$ cat config.mk
export PLATFORM = sky130hd
export DESIGN_NAME = uart_baud_gen
export DESIGN_NICKNAME = d
export VERILOG_FILES = /design/src/rtl/uart_baud_pkg.sv /design/src/rtl/baud_cfg_regs.sv /design/src/rtl/baud_src_enable.sv /design/src/rtl/baud_mod_counter.sv /design/src/rtl/uart_baud_gen.sv
export SDC_FILE = /design/constraint.sdc
export NUM_CORES = 1
export LEC_CHECK = 0
export ABC_AREA = 1
export BUFFER_PORTS_ARGS = -buffer_cell sky130_fd_sc_hd__buf_4
export CAP_MARGIN = 20
export CORE_MARGIN = 2
export CORE_UTILIZATION = 45
export CTS_CLUSTER_DIAMETER = 80
export DETAILED_ROUTE_END_ITERATION = 12
export HOLD_SLACK_MARGIN = 0.12
export PLACE_DENSITY = 0.68
export SYNTH_ARGS = -nofsm -noshare
export SYNTH_HDL_FRONTEND = slang
export SYNTH_SLANG_ARGS = --single-unit
$ cat constraint.sdc
create_clock -name clk -period 1.9 [get_ports clk]
set_clock_uncertainty 0.05 [all_clocks]
set_input_delay 0 -clock clk [delete_from_list [all_inputs] [get_ports clk]]
set_output_delay 0 -clock clk [all_outputs]
set_load 0.005 [all_outputs]
$ cat src/rtl/uart_baud_pkg.sv
package uart_baud_pkg;

    localparam int PRESC_W = 16;
    localparam int DIV_W   = 8;

    localparam logic [PRESC_W-1:0] PRESC_RST = 16'd651;
    localparam logic [DIV_W-1:0]   DIV_RST   = 8'd15;
    localparam logic [DIV_W-1:0]   DIV_MIN   = 8'd4;

    typedef enum logic {
        SRC_DIRECT = 1'b0,
        SRC_SLOW   = 1'b1
    } src_mode_e;

    typedef struct packed {
        logic [PRESC_W-1:0] presc;
        logic [DIV_W-1:0]   div;
    } baud_cfg_t;

    function automatic logic div_value_ok(input logic [DIV_W-1:0] v);
        return v >= DIV_MIN;
    endfunction

endpackage

$ cat src/rtl/baud_cfg_regs.sv
module baud_cfg_regs
    import uart_baud_pkg::*;
(
    input  logic               clk,
    input  logic               rst,
    input  logic               presc_wr,
    input  logic [PRESC_W-1:0] presc_wdata,
    input  logic               div_wr,
    input  logic [DIV_W-1:0]   div_wdata,
    output baud_cfg_t          cfg,
    output logic               restart
);
    logic div_take;

    assign div_take = div_wr && div_value_ok(div_wdata);
    assign restart  = presc_wr || div_take;

    always_ff @(posedge clk) begin
        if (rst) begin
            cfg.presc <= PRESC_RST;
            cfg.div   <= DIV_RST;
        end else begin
            if (presc_wr) cfg.presc <= presc_wdata;
            if (div_take) cfg.div   <= div_wdata;
        end
    end

    // divider register never holds a refused value
    assert_div_legal_R8: assert property (@(posedge clk) disable iff (rst)
        cfg.div >= DIV_MIN);

    // a refused divider write leaves the held value alone
    assert_div_refused_R7: assert property (@(posedge clk) disable iff (rst)
        (div_wr && !div_value_ok(div_wdata) && !presc_wr) |=> $stable(cfg.div));

endmodule

$ cat src/rtl/baud_src_enable.sv
module baud_src_enable #(
    parameter int RATIO = 8
) (
    input  logic clk,
    input  logic rst,
    input  logic restart,
    input  logic src_sel,
    output logic src_en
);
    import uart_baud_pkg::*;

    logic slow_en;

    generate
        if (RATIO <= 1) begin : g_no_div
            assign slow_en = 1'b1;
        end else begin : g_div
            localparam int CW = $clog2(RATIO);
            localparam logic [CW-1:0] LAST = CW'(RATIO - 1);
            logic [CW-1:0] phase;

            always_ff @(posedge clk) begin
                if (rst || restart)   phase <= '0;
                else if (phase == LAST) phase <= '0;
                else                  phase <= phase + 1'b1;
            end

            assign slow_en = (phase == LAST);
        end
    endgenerate

    assign src_en = (src_mode_e'(src_sel) == SRC_SLOW) ? slow_en : 1'b1;

    generate
        if (RATIO > 1) begin : g_chk
            // slow source never enables two cycles in a row
            assert_slow_gap_R5: assert property (@(posedge clk) disable iff (rst)
                (src_sel && $past(src_sel) && src_en) |-> !$past(src_en));
        end
    endgenerate

endmodule

$ cat src/rtl/baud_mod_counter.sv
module baud_mod_counter #(
    parameter int W = 8
) (
    input  logic         clk,
    input  logic         rst,
    input  logic         restart,
    input  logic         step,
    input  logic [W-1:0] last,
    output logic         fire,
    output logic         tick_q
);
    logic [W-1:0] cnt;

    assign fire = step && (cnt == last);

    always_ff @(posedge clk) begin
        if (rst || restart) begin
            cnt    <= '0;
            tick_q <= 1'b0;
        end else begin
            tick_q <= fire;
            if (fire)      cnt <= '0;
            else if (step) cnt <= cnt + 1'b1;
        end
    end

    // count stays within the current modulus
    assert_cnt_in_range_R2: assert property (@(posedge clk) disable iff (rst)
        cnt <= last);

endmodule

$ cat src/rtl/uart_baud_gen.sv
module uart_baud_gen
    import uart_baud_pkg::*;
#(
    parameter int SRC_RATIO = 8
) (
    input  logic               clk,
    input  logic               rst,
    input  logic               src_sel,
    input  logic               presc_wr,
    input  logic [PRESC_W-1:0] presc_wdata,
    input  logic               div_wr,
    input  logic [DIV_W-1:0]   div_wdata,
    output logic               sample_tick,
    output logic               baud_tick
);
    baud_cfg_t cfg;
    logic      restart;
    logic      src_en;
    logic      presc_live;
    logic      samp_fire;
    logic      baud_fire;

    baud_cfg_regs u_regs (
        .clk         (clk),
        .rst         (rst),
        .presc_wr    (presc_wr),
        .presc_wdata (presc_wdata),
        .div_wr      (div_wr),
        .div_wdata   (div_wdata),
        .cfg         (cfg),
        .restart     (restart)
    );

    baud_src_enable #(.RATIO(SRC_RATIO)) u_src (
        .clk     (clk),
        .rst     (rst),
        .restart (restart),
        .src_sel (src_sel),
        .src_en  (src_en)
    );

    assign presc_live = (cfg.presc != '0);

    baud_mod_counter #(.W(PRESC_W)) u_presc (
        .clk     (clk),
        .rst     (rst),
        .restart (restart),
        .step    (src_en && presc_live),
        .last    (cfg.presc - 1'b1),
        .fire    (samp_fire),
        .tick_q  (sample_tick)
    );

    baud_mod_counter #(.W(DIV_W)) u_div (
        .clk     (clk),
        .rst     (rst),
        .restart (restart),
        .step    (samp_fire),
        .last    (cfg.div),
        .fire    (baud_fire),
        .tick_q  (baud_tick)
    );

    assert_baud_on_sample_R6: assert property (@(posedge clk) disable iff (rst)
        baud_tick |-> sample_tick);

    assert_zero_stops_R4: assert property (@(posedge clk) disable iff (rst)
        (cfg.presc == '0) |=> (!sample_tick && !baud_tick));

    assert_restart_clears_R9: assert property (@(posedge clk) disable iff (rst)
        restart |=> (!sample_tick && !baud_tick));

endmodule

Yosys cells after proc, flatten, opt, wreduce, memory -nomap -nowiden
Cells that the tools add are included.
{"block": "word_totals", "ff_bits": 53, "wordCells": 26, "input_bits": 29, "output_inout_bits": 2}
{"block": "classes", "eq_ne": 3, "reduce_logical": 10, "order_cmp": 1, "addsub": 4, "mux": 1}
{"op": "$add A16 B1 Y16 const B", "count": 1}
{"op": "$eq A16 B16 Y1", "count": 1}
{"op": "$reduce_bool A16 Y1", "count": 1}
{"op": "$sub A16 B1 Y16 const B", "count": 1}
{"op": "$add A8 B1 Y8 const B", "count": 1}
{"op": "$eq A8 B8 Y1", "count": 1}
{"op": "$ge A8 B3 Y1 const B", "count": 1}
{"op": "$reduce_or A2 Y1", "count": 3}
{"op": "$logic_and A1 B1 Y1", "count": 4}
{"op": "$add A3 B1 Y3 const B", "count": 1}
{"op": "$eq A3 B3 Y1 const B", "count": 1}
{"op": "$logic_or A1 B1 Y1", "count": 2}
{"op": "$mux W1", "count": 1}

Logic depth before layout (Yosys ltp)
{"block": "logic_depth", "ltp_word": 6, "depth_mapped": 14, "mapped_depth_nobuf": 14}

Cells and area by module
From an unflattened synthesis, not the netlist that was laid out.
{"block": "hier_totals", "cells_unflattened": 524, "area_unflattened_um2": 3280.6}
{"module": "baud_mod_counter (u_presc)", "n_inst": 1, "cells_each": 220, "area_each_um2": 1255.0, "seq_area_each_um2": 340.3}
{"module": "baud_cfg_regs", "n_inst": 1, "cells_each": 118, "area_each_um2": 905.9, "seq_area_each_um2": 480.5}
{"module": "baud_mod_counter (u_div)", "n_inst": 1, "cells_each": 87, "area_each_um2": 574.3, "seq_area_each_um2": 180.2}
{"module": "uart_baud_gen", "n_inst": 1, "cells_each": 85, "area_each_um2": 426.7, "seq_area_each_um2": 0.0}
{"module": "baud_src_enable", "n_inst": 1, "cells_each": 14, "area_each_um2": 118.9, "seq_area_each_um2": 60.1}

Least setup slack after synthesis
No wires, ideal clock.
{"block": "synth_path", "path_kind": "flip-flop to flip-flop", "startpoint": "register, netlist name u_regs.cfg[8]", "endpoint": "register u_presc.cnt[9]", "setup_slack_ns": 0.014, "synth_period_minus_slack_ns": 1.886, "t_arrival_ns": 1.714, "stages_incl_launch_ff": 15, "setup_ns": 0.123, "required_ns": 1.727, "n_path_buf": 1, "cell_sequence": "dfxtp_1 -> inv_1 -> ha_1 -> nand2_4 -> nor2_4 -> nand2_1 -> nand2_1 -> nand2_1 -> nor2_2 -> nand2_1 -> nor2_2 -> nand3_2 -> nand2_4 -> buf_8 -> nor3_2"}
{"block": "synth_between", "elab_chain_len": 4, "elab_cells_between_ends": 6, "classes_between": "add/sub: 1; eq/ne: 1; reduce/logical: 4"}
{"item": "$sub A16 B1 Y16 or $reduce_bool A16 Y1 (tied branches)", "line": "uart_baud_gen.sv:49, uart_baud_gen.sv:42"}
{"item": "$eq A16 B16 Y1 or $logic_and A1 B1 Y1 (tied branches)", "line": "baud_mod_counter.sv:14, uart_baud_gen.sv:48"}
{"item": "$logic_and A1 B1 Y1", "line": "baud_mod_counter.sv:14", "text": "assign fire = step && (cnt == last);"}
{"item": "$reduce_or A2 Y1 (no line)"}
{"item": "end signal: assignment", "line": "baud_mod_counter.sv:23", "text": "else if (step) cnt <= cnt + 1'b1;"}
{"item": "end: declaration", "line": "baud_mod_counter.sv:12", "text": "logic [W-1:0] cnt;"}
Several ways; a longest one is shown, not always the timed one.
A chain may end at the register's enable or synchronous reset.

Worst setup path after layout
{"block": "layout_path", "startpoint": "register, netlist name u_regs.cfg[9]", "endpoint": "register u_presc.cnt[6]"}
{"block": "layout_between", "elab_chain_len": 4, "elab_cells_between_ends": 6, "classes_between": "add/sub: 1; eq/ne: 1; reduce/logical: 4"}
{"item": "$sub A16 B1 Y16 or $reduce_bool A16 Y1 (tied branches)", "line": "uart_baud_gen.sv:49, uart_baud_gen.sv:42"}
{"item": "$eq A16 B16 Y1 or $logic_and A1 B1 Y1 (tied branches)", "line": "baud_mod_counter.sv:14, uart_baud_gen.sv:48"}
{"item": "$logic_and A1 B1 Y1", "line": "baud_mod_counter.sv:14"}
{"item": "$reduce_or A2 Y1 (no line)"}
Several ways; a longest one is shown, not always the timed one.

==> impl_metrics.toml <==
[route]
wl_um = 8550
ant_nets = 0
wl_per_cell_um = 12.9
drt_iter0_drc = 220
drc = 0
dr.pass1.iters = 5
vias = 3244
vias_per_cell = 4.90

[global_routing]
grt_max_degree = 20
grt_pass1_vias = 3019
grt_usage_pct = 22.9
grt_pass1_wl_um = 14000
grt_antenna_before_repair = 0
grt-ovfl-total = 0

[final_layout]
final_area_um2 = 4490
fill_cells = 590
final_cell_mix = "nand2_1, buf_4, inv_1"
layout_commonest_cell = "nand2_1"
utilization_pct = 65.8
area_growth_pct = 40.9
antenna_cells = 0
nNetsFinal = 600
final_layout_size_suffix_gt1_share_pct = 27.2

[timing]
setup_ws_ps = -73.0
post-route-period-util_pct = 104
hold-worst-slack_ps = 148
max_freq_mhz = 507
setup_tns_ps = -1060
max-slew-margin-rel_pct = 66.4
slew_violations = 0
final-setup-viol-count = 23
rsz0062_at_grt = "true"
worstMarginPinSlew_ps = 504
min_period_ps = 1970
finalHoldViolCount = 0

[pwr]
powerDensity_nw_per_um2 = 516
internal_power_mw = 1.68
p_clk_share_pct = 28.0
power_frac_comb_pct = 20.4
seq_power_share_pct = 51.6
swShare_pct = 27.7
leakage_nw = 1.94
peakVddDrop_mv = 0.279
switching_power_mw = 0.643

[outcome]
outcome = "complete, but fails checks"
violations = "setup timing"

[clocking]
clock_latency_ps = 310
cts_tree = "built"
cts_buffers = 5
cts.sinks = 53
clk_pin_slew_ps = 100
h-tree-depth = 2
clock-root-buffer = "clkbuf_8"
clockBufferDepth = 2

[place]
dpl_cell_area_um2 = 3640
gp_congestion = 0.887
port_buffers = 30
pre_cts_slack_ps = -186
hpwl_um = 5980

[min_path]
whs_path_depth = 5
min_to = "u_regs.cfg[5]$_SDFFE_PP0P_"
hp-class = "input port to flip-flop"
hold_start = "div_wr"

[die]
fp.coreArea_um2 = 6830
row_count = 30
fp.dieW_um = 88.2
dieArea_um2 = 7780
start_util_pct = 46.7
die_y_um = 88.2
io_pins = 31

[critical_path]
crit_path_end_kind = "flip-flop"
r2r_end = "u_presc.cnt[6]$_SDFFE_PP0P_"
startpoint_type = "flip-flop"
cp.required_ps = 2040
reg2reg_depth = 11
timing.rr.start = "u_regs.cfg[9]$_SDFFE_PP1P_"
r2r_slack_ps = -70
path_class = "flip-flop to flip-flop"
arrival_ps = 2120
critical_path.max_fanout = 8

[logic_synthesis]
synthTopCellsByArea = "dfxtp_1, nand2_1, nor2_1, inv_1, xor2_1"
synthAdderAreaFrac_pct = 1.96
synth_top_area_share_pct = 33.3
syn_inst = 464
synth_compound_area_share_pct = 9.57
syn_nets = 498
synth_cell_type_count = 37
syn_area_um2 = 3190
yosysTopAreaCell = "dfxtp_1"
ys_ff_latch = 53
synth-seq-area-share_pct = 33.3
synth-simple-area-share_pct = 39.5
synth_xor_area_share_pct = 7.96
synth_top_family_by_area = "simple AND/OR/NAND/NOR gates"
synth.avg_cell_area_um2 = 6.87
ys_warn_count = 0
muxShareOfSynthArea_pct = 0

[run]
drv_cap = 0
area by class of cell:
cell class                      instances  area, µm²  share of cell area (%)
Clock buffer                            7       86.3                    1.92
Inverter                               56        210                    4.68
Multi-Input combinational cell        350       2130                    47.3
Sequential cell                        53       1070                    23.8
Tap cell                               96        120                    2.67
Timing Repair Buffer                  100        880                    19.6
how the worst max path moves through the flow:
stage / start / end / slack, ps / depth (start not counted)
floorplan: u_regs.cfg[8]$_SDFFE_PP1P_ / u_presc.cnt[9]$_SDFFE_PP0P_ / 10 / 14
global placement: u_regs.cfg[8]$_SDFFE_PP1P_ / u_div.cnt[0]$_SDFFE_PP0P_ / -170 / 11
detailed placement: u_regs.cfg[9]$_SDFFE_PP1P_ / u_presc.cnt[4]$_SDFFE_PP0P_ / -190 / 13
CTS: u_regs.cfg[9]$_SDFFE_PP1P_ / u_div.cnt[6]$_SDFFE_PP0P_ / -40 / 14
global route: u_regs.cfg[18]$_SDFFE_PP0P_ / u_div.cnt[3]$_SDFFE_PP0P_ / -200 / 13
finish: u_regs.cfg[9]$_SDFFE_PP1P_ / u_presc.cnt[6]$_SDFFE_PP0P_ / -70 / 11
registers in the layout, indices dropped and copies added (netlist names):
register / count
u_div.cnt: 8
u_src.g_div.phase: 3
u_regs.cfg: 24
u_presc.tick_q: 1
u_presc.cnt: 16
u_div.tick_q: 1
power by group through the flow:
stage	clock network (mW)	registers, mW	logic [mW]
6_report	0.650	1.20	0.472
5_1_grt	0.709	1.20	0.519
4_1_cts	0.662	1.19	0.432
3_5_place_dp	0	1.21	0.329
3_3_place_gp	0	1.21	0.323
2_1_floorplan	0	1.20	0.213
cells in the mapped netlist, drive strengths merged:
library cell and n:
clkbuf 5, a21oi 28, o21ai 22, or2 2
nor3 9, o211ai 1, nand3 33, xor2 23
nand3b 4, buf 1, nor2 77, and2 1
nor3b 5, ha 5, nand2 122, nor4 1
dfxtp 53, a21boi 1, clkinv 1, a31oi 4
xnor2 6, nand4 4, inv 55, and3 1
critical path: stages (launching register included):
cell	delay (ps)
dfxtp_2	350
inv_2	70
ha_4	160
nand2_4	70
nor2_4	180
nand3b_1	150
nand2_1	140
nand3_1	120
nor2_2	150
nand3_4	190
nand2_8	160
nor3b_2	60
logic make-up (layout without fill, tap and decap cells):
kind of cell / count (synthesis) / after routing
AO/OA/AOI/OAI: 56 / 56
adder cells (fa/ha/maj): 5 / 5
buffers and inverters: 62 / 163
XOR/XNOR: 29 / 29
flip-flops: 53 / 53
AND/OR/NAND/NOR: 259 / 260
layer usage:
metal / track usage (%) / vias to the layer above / wire (µm)
met4: 5.79 / 0 / 148
li1: - / 1679 / -
met1: 30.6 / 1487 / 3860
met2: 39.3 / 63 / 4210
met5: 0 / - / 0
met3: 2.73 / 15 / 326
per-stage QoR:
step	cells	total power, mW
6_report	662	2.32
5_1_grt	662	2.43
4_1_cts	659	2.28
3_5_place_dp	603	1.54
3_3_place_gp	603	1.53
2_1_floorplan	464	1.41
timing repair:
item / CTS / global route
pin swaps: 13 / 28
hold buffers: 45 / 1
setup buffers: 3 / 3
gates cloned: 1 / 0
resized for setup: 25 / 43
setup endpoints to repair: 26 / 31
endpoints found under the hold margin: 24 / 1
Note: power is estimated with default switching activity, not from simulation.
